==> src/rtl/fbd_pkg.sv <==
package fbd_pkg;
  typedef enum logic [2:0] {
    ST_IDLE,
    ST_FETCH_BASE,
    ST_FETCH_LINK,
    ST_WAIT_SOF,
    ST_XFER,
    ST_FRAME_END
  } seq_state_e;

  localparam int unsigned WORD_BYTES = 4;
endpackage

==> src/rtl/fbd_desc_regs.sv <==
module fbd_desc_regs #(
  parameter int unsigned ADDR_W = 32
) (
  input  logic              clk_i,
  input  logic              rst_ni,
  input  logic              load_first_i,
  input  logic              load_link_i,
  input  logic              cap_base_i,
  input  logic              cap_link_i,
  input  logic              sel_link_i,
  input  logic [ADDR_W-1:0] first_i,
  input  logic [ADDR_W-1:0] rd_data_i,
  output logic [ADDR_W-1:0] rd_addr_o,
  output logic [ADDR_W-1:0] base_o
);
  localparam logic [ADDR_W-1:0] LINK_OFS = ADDR_W'(fbd_pkg::WORD_BYTES);

  logic [ADDR_W-1:0] ptr_q, base_q, link_q;

  always_ff @(posedge clk_i or negedge rst_ni) begin
    if (!rst_ni) begin
      ptr_q  <= '0;
      base_q <= '0;
      link_q <= '0;
    end else begin
      if (load_first_i)     ptr_q <= first_i;
      else if (load_link_i) ptr_q <= link_q;
      if (cap_base_i) base_q <= rd_data_i;
      if (cap_link_i) link_q <= rd_data_i;
    end
  end

  assign rd_addr_o = sel_link_i ? ptr_q + LINK_OFS : ptr_q;
  assign base_o    = base_q;
endmodule

==> src/rtl/fbd_wptr.sv <==
module fbd_wptr #(
  parameter int unsigned ADDR_W      = 32,
  parameter int unsigned BURST_BEATS = 8
) (
  input  logic              clk_i,
  input  logic              rst_ni,
  input  logic              init_i,
  input  logic              start_i,
  input  logic              done_i,
  input  logic [ADDR_W-1:0] base_i,
  output logic              busy_o,
  output logic [ADDR_W-1:0] addr_o
);
  localparam logic [ADDR_W-1:0] STEP = ADDR_W'(BURST_BEATS * fbd_pkg::WORD_BYTES);

  logic              busy_q;
  logic [ADDR_W-1:0] addr_q;

  always_ff @(posedge clk_i or negedge rst_ni) begin
    if (!rst_ni) begin
      busy_q <= 1'b0;
      addr_q <= '0;
    end else begin
      if (start_i)               busy_q <= 1'b1;
      else if (done_i && busy_q) busy_q <= 1'b0;
      if (init_i)                addr_q <= base_i;
      else if (done_i && busy_q) addr_q <= addr_q + STEP;
    end
  end

  assign busy_o = busy_q;
  assign addr_o = addr_q;
endmodule

==> src/rtl/fbd_ctrl.sv <==
module fbd_ctrl
  import fbd_pkg::*;
(
  input  logic clk_i,
  input  logic rst_ni,
  input  logic en_i,
  input  logic rd_valid_i,
  input  logic frame_start_i,
  input  logic frame_end_i,
  input  logic fifo_thr_i,
  input  logic busy_i,
  output logic load_first_o,
  output logic load_link_o,
  output logic cap_base_o,
  output logic cap_link_o,
  output logic wptr_init_o,
  output logic burst_start_o,
  output logic rd_req_o,
  output logic sel_link_o
);
  seq_state_e st_q, st_d;
  logic sof_pend_q, eof_pend_q;
  logic sof_seen, eof_seen, in_fetch;

  assign in_fetch = (st_q == ST_FETCH_BASE) || (st_q == ST_FETCH_LINK);
  assign sof_seen = sof_pend_q | frame_start_i;
  assign eof_seen = eof_pend_q | frame_end_i;

  always_comb begin
    st_d          = st_q;
    load_first_o  = 1'b0;
    load_link_o   = 1'b0;
    cap_base_o    = 1'b0;
    cap_link_o    = 1'b0;
    wptr_init_o   = 1'b0;
    burst_start_o = 1'b0;
    unique case (st_q)
      ST_IDLE: if (en_i) begin
        st_d         = ST_FETCH_BASE;
        load_first_o = 1'b1;
      end
      ST_FETCH_BASE: if (rd_valid_i) begin
        cap_base_o = 1'b1;
        st_d       = en_i ? ST_FETCH_LINK : ST_IDLE;
      end
      ST_FETCH_LINK: if (rd_valid_i) begin
        cap_link_o = 1'b1;
        if (!en_i) st_d = ST_IDLE;
        else if (sof_seen) begin
          st_d        = ST_XFER;
          wptr_init_o = 1'b1;
        end else st_d = ST_WAIT_SOF;
      end
      ST_WAIT_SOF: begin
        if (!en_i) st_d = ST_IDLE;
        else if (frame_start_i) begin
          st_d        = ST_XFER;
          wptr_init_o = 1'b1;
        end
      end
      ST_XFER: if (!busy_i) begin
        if (eof_seen)        st_d = ST_FRAME_END;
        else if (!en_i)      st_d = ST_IDLE;
        else if (fifo_thr_i) burst_start_o = 1'b1;
      end
      ST_FRAME_END: begin
        load_link_o = 1'b1;
        st_d        = en_i ? ST_FETCH_BASE : ST_IDLE;
      end
      default: st_d = ST_IDLE;
    endcase
  end

  always_ff @(posedge clk_i or negedge rst_ni) begin
    if (!rst_ni) begin
      st_q       <= ST_IDLE;
      sof_pend_q <= 1'b0;
      eof_pend_q <= 1'b0;
    end else begin
      st_q       <= st_d;
      // start strobes are only remembered across a pending fetch
      sof_pend_q <= in_fetch ? sof_seen : 1'b0;
      eof_pend_q <= (st_q == ST_XFER) ? eof_seen : 1'b0;
    end
  end

  assign rd_req_o   = in_fetch;
  assign sel_link_o = (st_q == ST_FETCH_LINK);
endmodule

==> src/rtl/fbd_dma_seq.sv <==
module fbd_dma_seq #(
  parameter int unsigned ADDR_W      = 32,
  parameter int unsigned BURST_BEATS = 8
) (
  input  logic              clk_i,
  input  logic              rst_ni,
  input  logic              en_i,
  input  logic [ADDR_W-1:0] first_desc_i,
  output logic              rd_req_o,
  output logic [ADDR_W-1:0] rd_addr_o,
  input  logic              rd_valid_i,
  input  logic [ADDR_W-1:0] rd_data_i,
  input  logic              frame_start_i,
  input  logic              frame_end_i,
  input  logic              fifo_thr_i,
  output logic              burst_req_o,
  output logic [ADDR_W-1:0] burst_addr_o,
  input  logic              burst_done_i
);
  logic load_first, load_link, cap_base, cap_link, wptr_init, burst_start, sel_link, busy;
  logic [ADDR_W-1:0] base;

  fbd_ctrl u_ctrl (
    .clk_i         (clk_i),
    .rst_ni        (rst_ni),
    .en_i          (en_i),
    .rd_valid_i    (rd_valid_i),
    .frame_start_i (frame_start_i),
    .frame_end_i   (frame_end_i),
    .fifo_thr_i    (fifo_thr_i),
    .busy_i        (busy),
    .load_first_o  (load_first),
    .load_link_o   (load_link),
    .cap_base_o    (cap_base),
    .cap_link_o    (cap_link),
    .wptr_init_o   (wptr_init),
    .burst_start_o (burst_start),
    .rd_req_o      (rd_req_o),
    .sel_link_o    (sel_link)
  );

  fbd_desc_regs #(.ADDR_W(ADDR_W)) u_desc (
    .clk_i        (clk_i),
    .rst_ni       (rst_ni),
    .load_first_i (load_first),
    .load_link_i  (load_link),
    .cap_base_i   (cap_base),
    .cap_link_i   (cap_link),
    .sel_link_i   (sel_link),
    .first_i      (first_desc_i),
    .rd_data_i    (rd_data_i),
    .rd_addr_o    (rd_addr_o),
    .base_o       (base)
  );

  fbd_wptr #(.ADDR_W(ADDR_W), .BURST_BEATS(BURST_BEATS)) u_wptr (
    .clk_i   (clk_i),
    .rst_ni  (rst_ni),
    .init_i  (wptr_init),
    .start_i (burst_start),
    .done_i  (burst_done_i),
    .base_i  (base),
    .busy_o  (busy),
    .addr_o  (burst_addr_o)
  );

  assign burst_req_o = busy;
endmodule

==> config.mk <==
export PLATFORM = sky130hd
export DESIGN_NAME = fbd_dma_seq
export DESIGN_NICKNAME = d
export VERILOG_FILES = /design/src/rtl/fbd_pkg.sv /design/src/rtl/fbd_desc_regs.sv /design/src/rtl/fbd_wptr.sv /design/src/rtl/fbd_ctrl.sv /design/src/rtl/fbd_dma_seq.sv
export SDC_FILE = /design/constraint.sdc
export NUM_CORES = 1
export LEC_CHECK = 0
export BUFFER_PORTS_ARGS = -buffer_cell sky130_fd_sc_hd__buf_2
export CORE_MARGIN = 1.5
export CORE_UTILIZATION = 28
export DETAILED_ROUTE_END_ITERATION = 7
export GPL_TIMING_DRIVEN = 0
export PLACE_DENSITY = 0.53
export REMOVE_ABC_BUFFERS = 1
export SYNTH_ARGS = -nofsm -noshare
export SYNTH_HDL_FRONTEND = slang
export SYNTH_SLANG_ARGS = --single-unit
==> constraint.sdc <==
create_clock -name clk_i -period 3 [get_ports clk_i]
set_clock_uncertainty 0.15 [all_clocks]
set_input_delay 0.3 -clock clk_i [delete_from_list [all_inputs] [get_ports clk_i]]
set_output_delay 0.3 -clock clk_i [all_outputs]
set_load 0.005 [all_outputs]
==> flow_summary.html <==
<table>
<tr><th>Metric</th><th>Value</th></tr>
<tr><th colspan="2">Outcome</th></tr>
<tr><td>Run status</td><td>completed</td></tr>
<tr><th colspan="2">Timing</th></tr>
<tr><td>Minimum clock period after layout</td><td>about 2.9 ns</td></tr>
<tr><td>Worst hold margin</td><td>about 0.018 ns</td></tr>
<tr><td>Final hold vios</td><td>0</td></tr>
<tr><td>Slew at the pin closest to its max-slew limit</td><td>0.9333 ns</td></tr>
<tr><td>Final Max Slew Viols</td><td>0</td></tr>
<tr><td>RSZ-0062 raised after global routing</td><td>false</td></tr>
<tr><td>Normalized max-slew margin</td><td>0.3778</td></tr>
<tr><td>Final worst-path cycle share</td><td>0.9647</td></tr>
<tr><td>Max frequency</td><td>between 300 and 400 MHz</td></tr>
<tr><td>Setup-violating endpoint count in the final report</td><td>0</td></tr>
<tr><th colspan="2">Yosys</th></tr>
<tr><td>Proportion of synthesized chip area in sequential cells</td><td>0.5197</td></tr>
<tr><td>Commonest cells in the netlist</td><td>sky130_fd_sc_hd__dfrtp_1, sky130_fd_sc_hd__nand2_1, sky130_fd_sc_hd__mux2_2, sky130_fd_sc_hd__nor2_1</td></tr>
<tr><td>Number of flops mapped to enable cells by yosys</td><td>0</td></tr>
<tr><td>Top cells by area in the synthesized netlist</td><td>sky130_fd_sc_hd__dfrtp_1, sky130_fd_sc_hd__mux2_2, sky130_fd_sc_hd__nand2_1</td></tr>
<tr><td>Ys Warns</td><td>0</td></tr>
<tr><td>Most instantiated flip-flop cell in the synthesis netlist</td><td>sky130_fd_sc_hd__dfrtp_1</td></tr>
<tr><td>Post-synth top area share</td><td>0.5197</td></tr>
<tr><td>Register bit total from synthesis</td><td>between 100 and 150</td></tr>
<tr><td>Post-synth top area cell</td><td>sky130_fd_sc_hd__dfrtp_1</td></tr>
<tr><td>Unique masters post-synth</td><td>53</td></tr>
<tr><td>Async set or reset register ratio after synthesis</td><td>1.000</td></tr>
<tr><td>Mean post-synth cell area</td><td>10.95 µm²</td></tr>
<tr><td>Dominant cell by count in the synthesized netlist</td><td>sky130_fd_sc_hd__dfrtp_1</td></tr>
<tr><td>Gate count after technology mapping</td><td>between 500 and 600</td></tr>
<tr><td>Cell area after synthesis</td><td>6452 µm²</td></tr>
<tr><th colspan="2">Layout</th></tr>
<tr><td>Layout net count</td><td>860</td></tr>
<tr><td>Area occupied by multi-input gates</td><td>3010 µm²</td></tr>
<tr><td>Share of post-route cells with drive strength above 1</td><td>0.3317</td></tr>
<tr><td>Antenna cells</td><td>0</td></tr>
<tr><td>Util after Layout</td><td>0.3896</td></tr>
<tr><td>Area used by sequential logic in the layout</td><td>between 3000 and 4000 µm²</td></tr>
<tr><td>Layout fillers</td><td>~2,200</td></tr>
<tr><td>Syn-to-layout area delta</td><td>36.71%</td></tr>
<tr><th colspan="2">Pwr</th></tr>
<tr><td>Static power due to leakage</td><td>between 3 and 4 nW</td></tr>
<tr><td>Max VDD drop</td><td>~0.35 mV</td></tr>
<tr><td>Power density of the placed cells</td><td>approximately 940 nW/µm²</td></tr>
<tr><th colspan="2">Worst setup path</th></tr>
<tr><td>Cell Chain, Critical Path</td><td>or3b_4, nor4_4, nand3_1, xnor2_1, buf_2</td></tr>
<tr><td>Critical path's largest stage delay</td><td>0.53 ns</td></tr>
<tr><td>WP data arrival</td><td>around 2.4 ns</td></tr>
<tr><td>Worst reg-to-reg path cell count</td><td>5</td></tr>
<tr><td>Start-to-end type of the worst setup path</td><td>reg -&gt; out</td></tr>
<tr><td>Nature of the critical path endpoint</td><td>output pin</td></tr>
<tr><td>Largest fanout of any net on the critical path</td><td>10</td></tr>
<tr><td>Required arrival time at the worst endpoint</td><td>2.55 ns</td></tr>
<tr><td>Reg2reg end</td><td>u_wptr.addr_o[31]</td></tr>
<tr><td>Worst-case register-to-register setup slack</td><td>0.33 ns</td></tr>
<tr><td>Highest-delay cell along the critical path</td><td>sky130_fd_sc_hd__or3b_4</td></tr>
<tr><td>Family with the most delay on the worst path</td><td>simple AND/OR/NAND/NOR gates</td></tr>
<tr><td>Number of buffer and inverter stages on the critical path</td><td>1</td></tr>
<tr><td>Kind of launch point of the worst setup path</td><td>register</td></tr>
<tr><td>Reg-to-reg startpoint</td><td>u_wptr.addr_o[5]</td></tr>
<tr><th colspan="2">Floorplan</th></tr>
<tr><td>Overall die height</td><td>154.8 µm</td></tr>
<tr><td>Die footprint</td><td>~24,000 µm²</td></tr>
<tr><td>Row Count</td><td>55</td></tr>
<tr><td>Area of the core region</td><td>~23,000 µm²</td></tr>
<tr><td>Die Wd</td><td>around 150 µm</td></tr>
<tr><td>Starting density of the core</td><td>0.2850</td></tr>
<tr><td>Top-level port count</td><td>around 140</td></tr>
<tr><th colspan="2">GRT</th></tr>
<tr><td>Vias in the first global route</td><td>roughly 5,100</td></tr>
<tr><td>Remaining global-route overflow</td><td>0</td></tr>
<tr><td>Largest net degree at the start of global routing</td><td>74</td></tr>
<tr><td>First-pass GRT wire length</td><td>just under 30 mm</td></tr>
<tr><td>Gr usage total</td><td>0.1580</td></tr>
<tr><td>Initial antenna violation count</td><td>0</td></tr>
<tr><th colspan="2">Drt</th></tr>
<tr><td>Number of DRC violations after detailed routing</td><td>0</td></tr>
<tr><td>1st-pass router iterations</td><td>4</td></tr>
<tr><td>Iter 0 DRT Violations</td><td>between 200 and 250</td></tr>
<tr><td>Number of routed nets with antenna violations</td><td>0</td></tr>
<tr><td>Via Count</td><td>5,235</td></tr>
<tr><td>Wire length per cell after detailed routing</td><td>roughly 17 µm</td></tr>
<tr><td>Detailed-route wire length</td><td>about 18 mm</td></tr>
<tr><td>Vias per cell</td><td>slightly below 5</td></tr>
<tr><th colspan="2">Min path</th></tr>
<tr><td>Class of the tightest hold or removal check</td><td>in -&gt; reg</td></tr>
<tr><td>Min-Delay Path Depth</td><td>3</td></tr>
<tr><td>Launch point of the worst hold path</td><td>first_desc_i[8]</td></tr>
<tr><td>Worst Hold Endpoint</td><td>u_desc.ptr_q[8]</td></tr>
<tr><th colspan="2">Placement</th></tr>
<tr><td>Routability cong.</td><td>about 0.75</td></tr>
<tr><td>Port-buffer cells</td><td>approximately 140</td></tr>
<tr><td>Detailed-placement wirelength estimate</td><td>between 10 and 15 mm</td></tr>
<tr><th colspan="2">Flow run</th></tr>
<tr><td># Max-Cap Violations</td><td>0</td></tr>
<tr><th colspan="2">Clock tree</th></tr>
<tr><td>TritonCTS Sinks</td><td>134</td></tr>
<tr><td>Clock slew seen by the registers of the worst setup and hold paths</td><td>around 0.06 ns</td></tr>
<tr><td>Number of clock buffers inserted by TritonCTS</td><td>17</td></tr>
<tr><td>Number of H-tree levels</td><td>4</td></tr>
<tr><td>Clk buf depth</td><td>2</td></tr>
<tr><td>Later-pin clock latency in the skew report</td><td>0.41 ns</td></tr>
<tr><td>Root buffer cell</td><td>sky130_fd_sc_hd__clkbuf_16</td></tr>
<tr><td>TritonCTS clock tree</td><td>yes</td></tr>
</table>
## flip-flops by register name, indices dropped and copies added, names as in the netlist
| signal | count |
|---|---|
| u_ctrl.eof_pend_q | 1 |
| u_ctrl.sof_pend_q | 1 |
| u_ctrl.st_q | 3 |
| u_desc.base_o | 32 |
| u_desc.link_q | 32 |
| u_desc.ptr_q | 32 |
| u_wptr.addr_o | 32 |
| u_wptr.busy_o | 1 |
## metal layers
| metal | GRT usage | up-vias | wire length [µm] |
|---|---|---|---|
| li1 | - | 2526 | - |
| met1 | 0.2184 | 2578 | 8925 |
| met2 | 0.2426 | 121 | 8424 |
| met3 | 0.04707 | 10 | 901 |
| met4 | 0.03755 | 0 | 149 |
| met5 | 0 | - | 0 |
## layout make-up
type / instances / share of cell area
clock buffer: 21 / 0.05220
clock inverter: 11 / 0.01688
inverter: 3 / 0.001277
multi-input combinational: 420 / 0.3413
sequential: 134 / 0.3804
tap: 285 / 0.04043
timing repair buffer: 210 / 0.1675
## worst max path at each step
stage	slack (ns)	to	depth (start not counted)	start
after global routing	0.02	rd_addr_o[30]	5	u_ctrl.st_q[2]
after global placement	-2.88	u_desc.ptr_q[26]	4	u_ctrl.st_q[0]
after detailed placement	0.06	rd_addr_o[30]	5	u_ctrl.st_q[0]
final	0.11	rd_addr_o[30]	5	u_ctrl.st_q[2]
after floorplan	-0.63	u_wptr.addr_o[4]	3	u_ctrl.st_q[0]
after CTS	0.05	rd_addr_o[30]	5	u_desc.ptr_q[9]
## placed cells by master (no fill, tap or decap), drive strengths merged, types with 9 or more instances in the layout
master	Yosys	routed
dfrtp	134	134
a22oi	32	32
clkbuf	17	21
nand3	18	18
nand2	89	89
dlygate4sd3	0	63
a31oi	12	12
nor2	38	38
xor2	11	11
o31ai	9	9
mux2	70	70
a21oi	18	18
nand4	20	20
buf	15	147
xnor2	32	32
## cells by family after synthesis
group	synth area share
and+or+nand+nor	0.1745
DFF	0.5197
adders and majority gates	0.003878
AOI/OAI and AO/OA	0.09075
muxes	0.1253
xor gates and xnor gates	0.05837
buffers and inverters	0.02753
## worst reg2reg max path, delay by kind of cell, from the launching register on
| family | cells | cell delay, ns |
|---|---|---|
| adder cells (fa/ha/maj) | 1 | 0.19 |
| flip-flops | 1 | 0.44 |
| AO/OA/AOI/OAI | 1 | 0.18 |
| AND/OR/NAND/NOR | 3 | 1.63 |
## power breakdown
part           switching (mW)  internal, mW  total (mW)
clock network           0.810          1.35        2.16
logic                    1.22          1.38        2.61
registers               0.823          2.69        3.51
## through the flow
| step | cell area (µm²) | worst slack (ns) | TNS (ns) | instances | power, mW |
|---|---|---|---|---|---|
| 2_1_floorplan | 6286 | -0.6254 | -24.44 | 557 | 4.913 |
| 3_3_place_gp | 7328 | -2.878 | -263.81 | 979 | 5.957 |
| 3_5_place_dp | 7490 | 0.06191 | 0 | 985 | 6.090 |
| 4_1_cts | 8792 | 0.04662 | 0 | 1082 | 8.396 |
| 5_1_grt | 8821 | 0.01558 | 0 | 1084 | 8.879 |
| 6_report | 8821 | 0.1059 | 0 | 1084 | 8.283 |
## timing repair
| action | in CTS | in global routing |
|---|---|---|
| hold buffers | 63 | 0 |
| setup endpoints to repair | 24 | 14 |
| buffers inserted | 2 | 2 |
| gates resized for setup | 7 | 3 |
| hold endpoints to repair | 153 | 0 |
| pin swaps | 1 | 2 |
(Power assumes the default switching activity.)
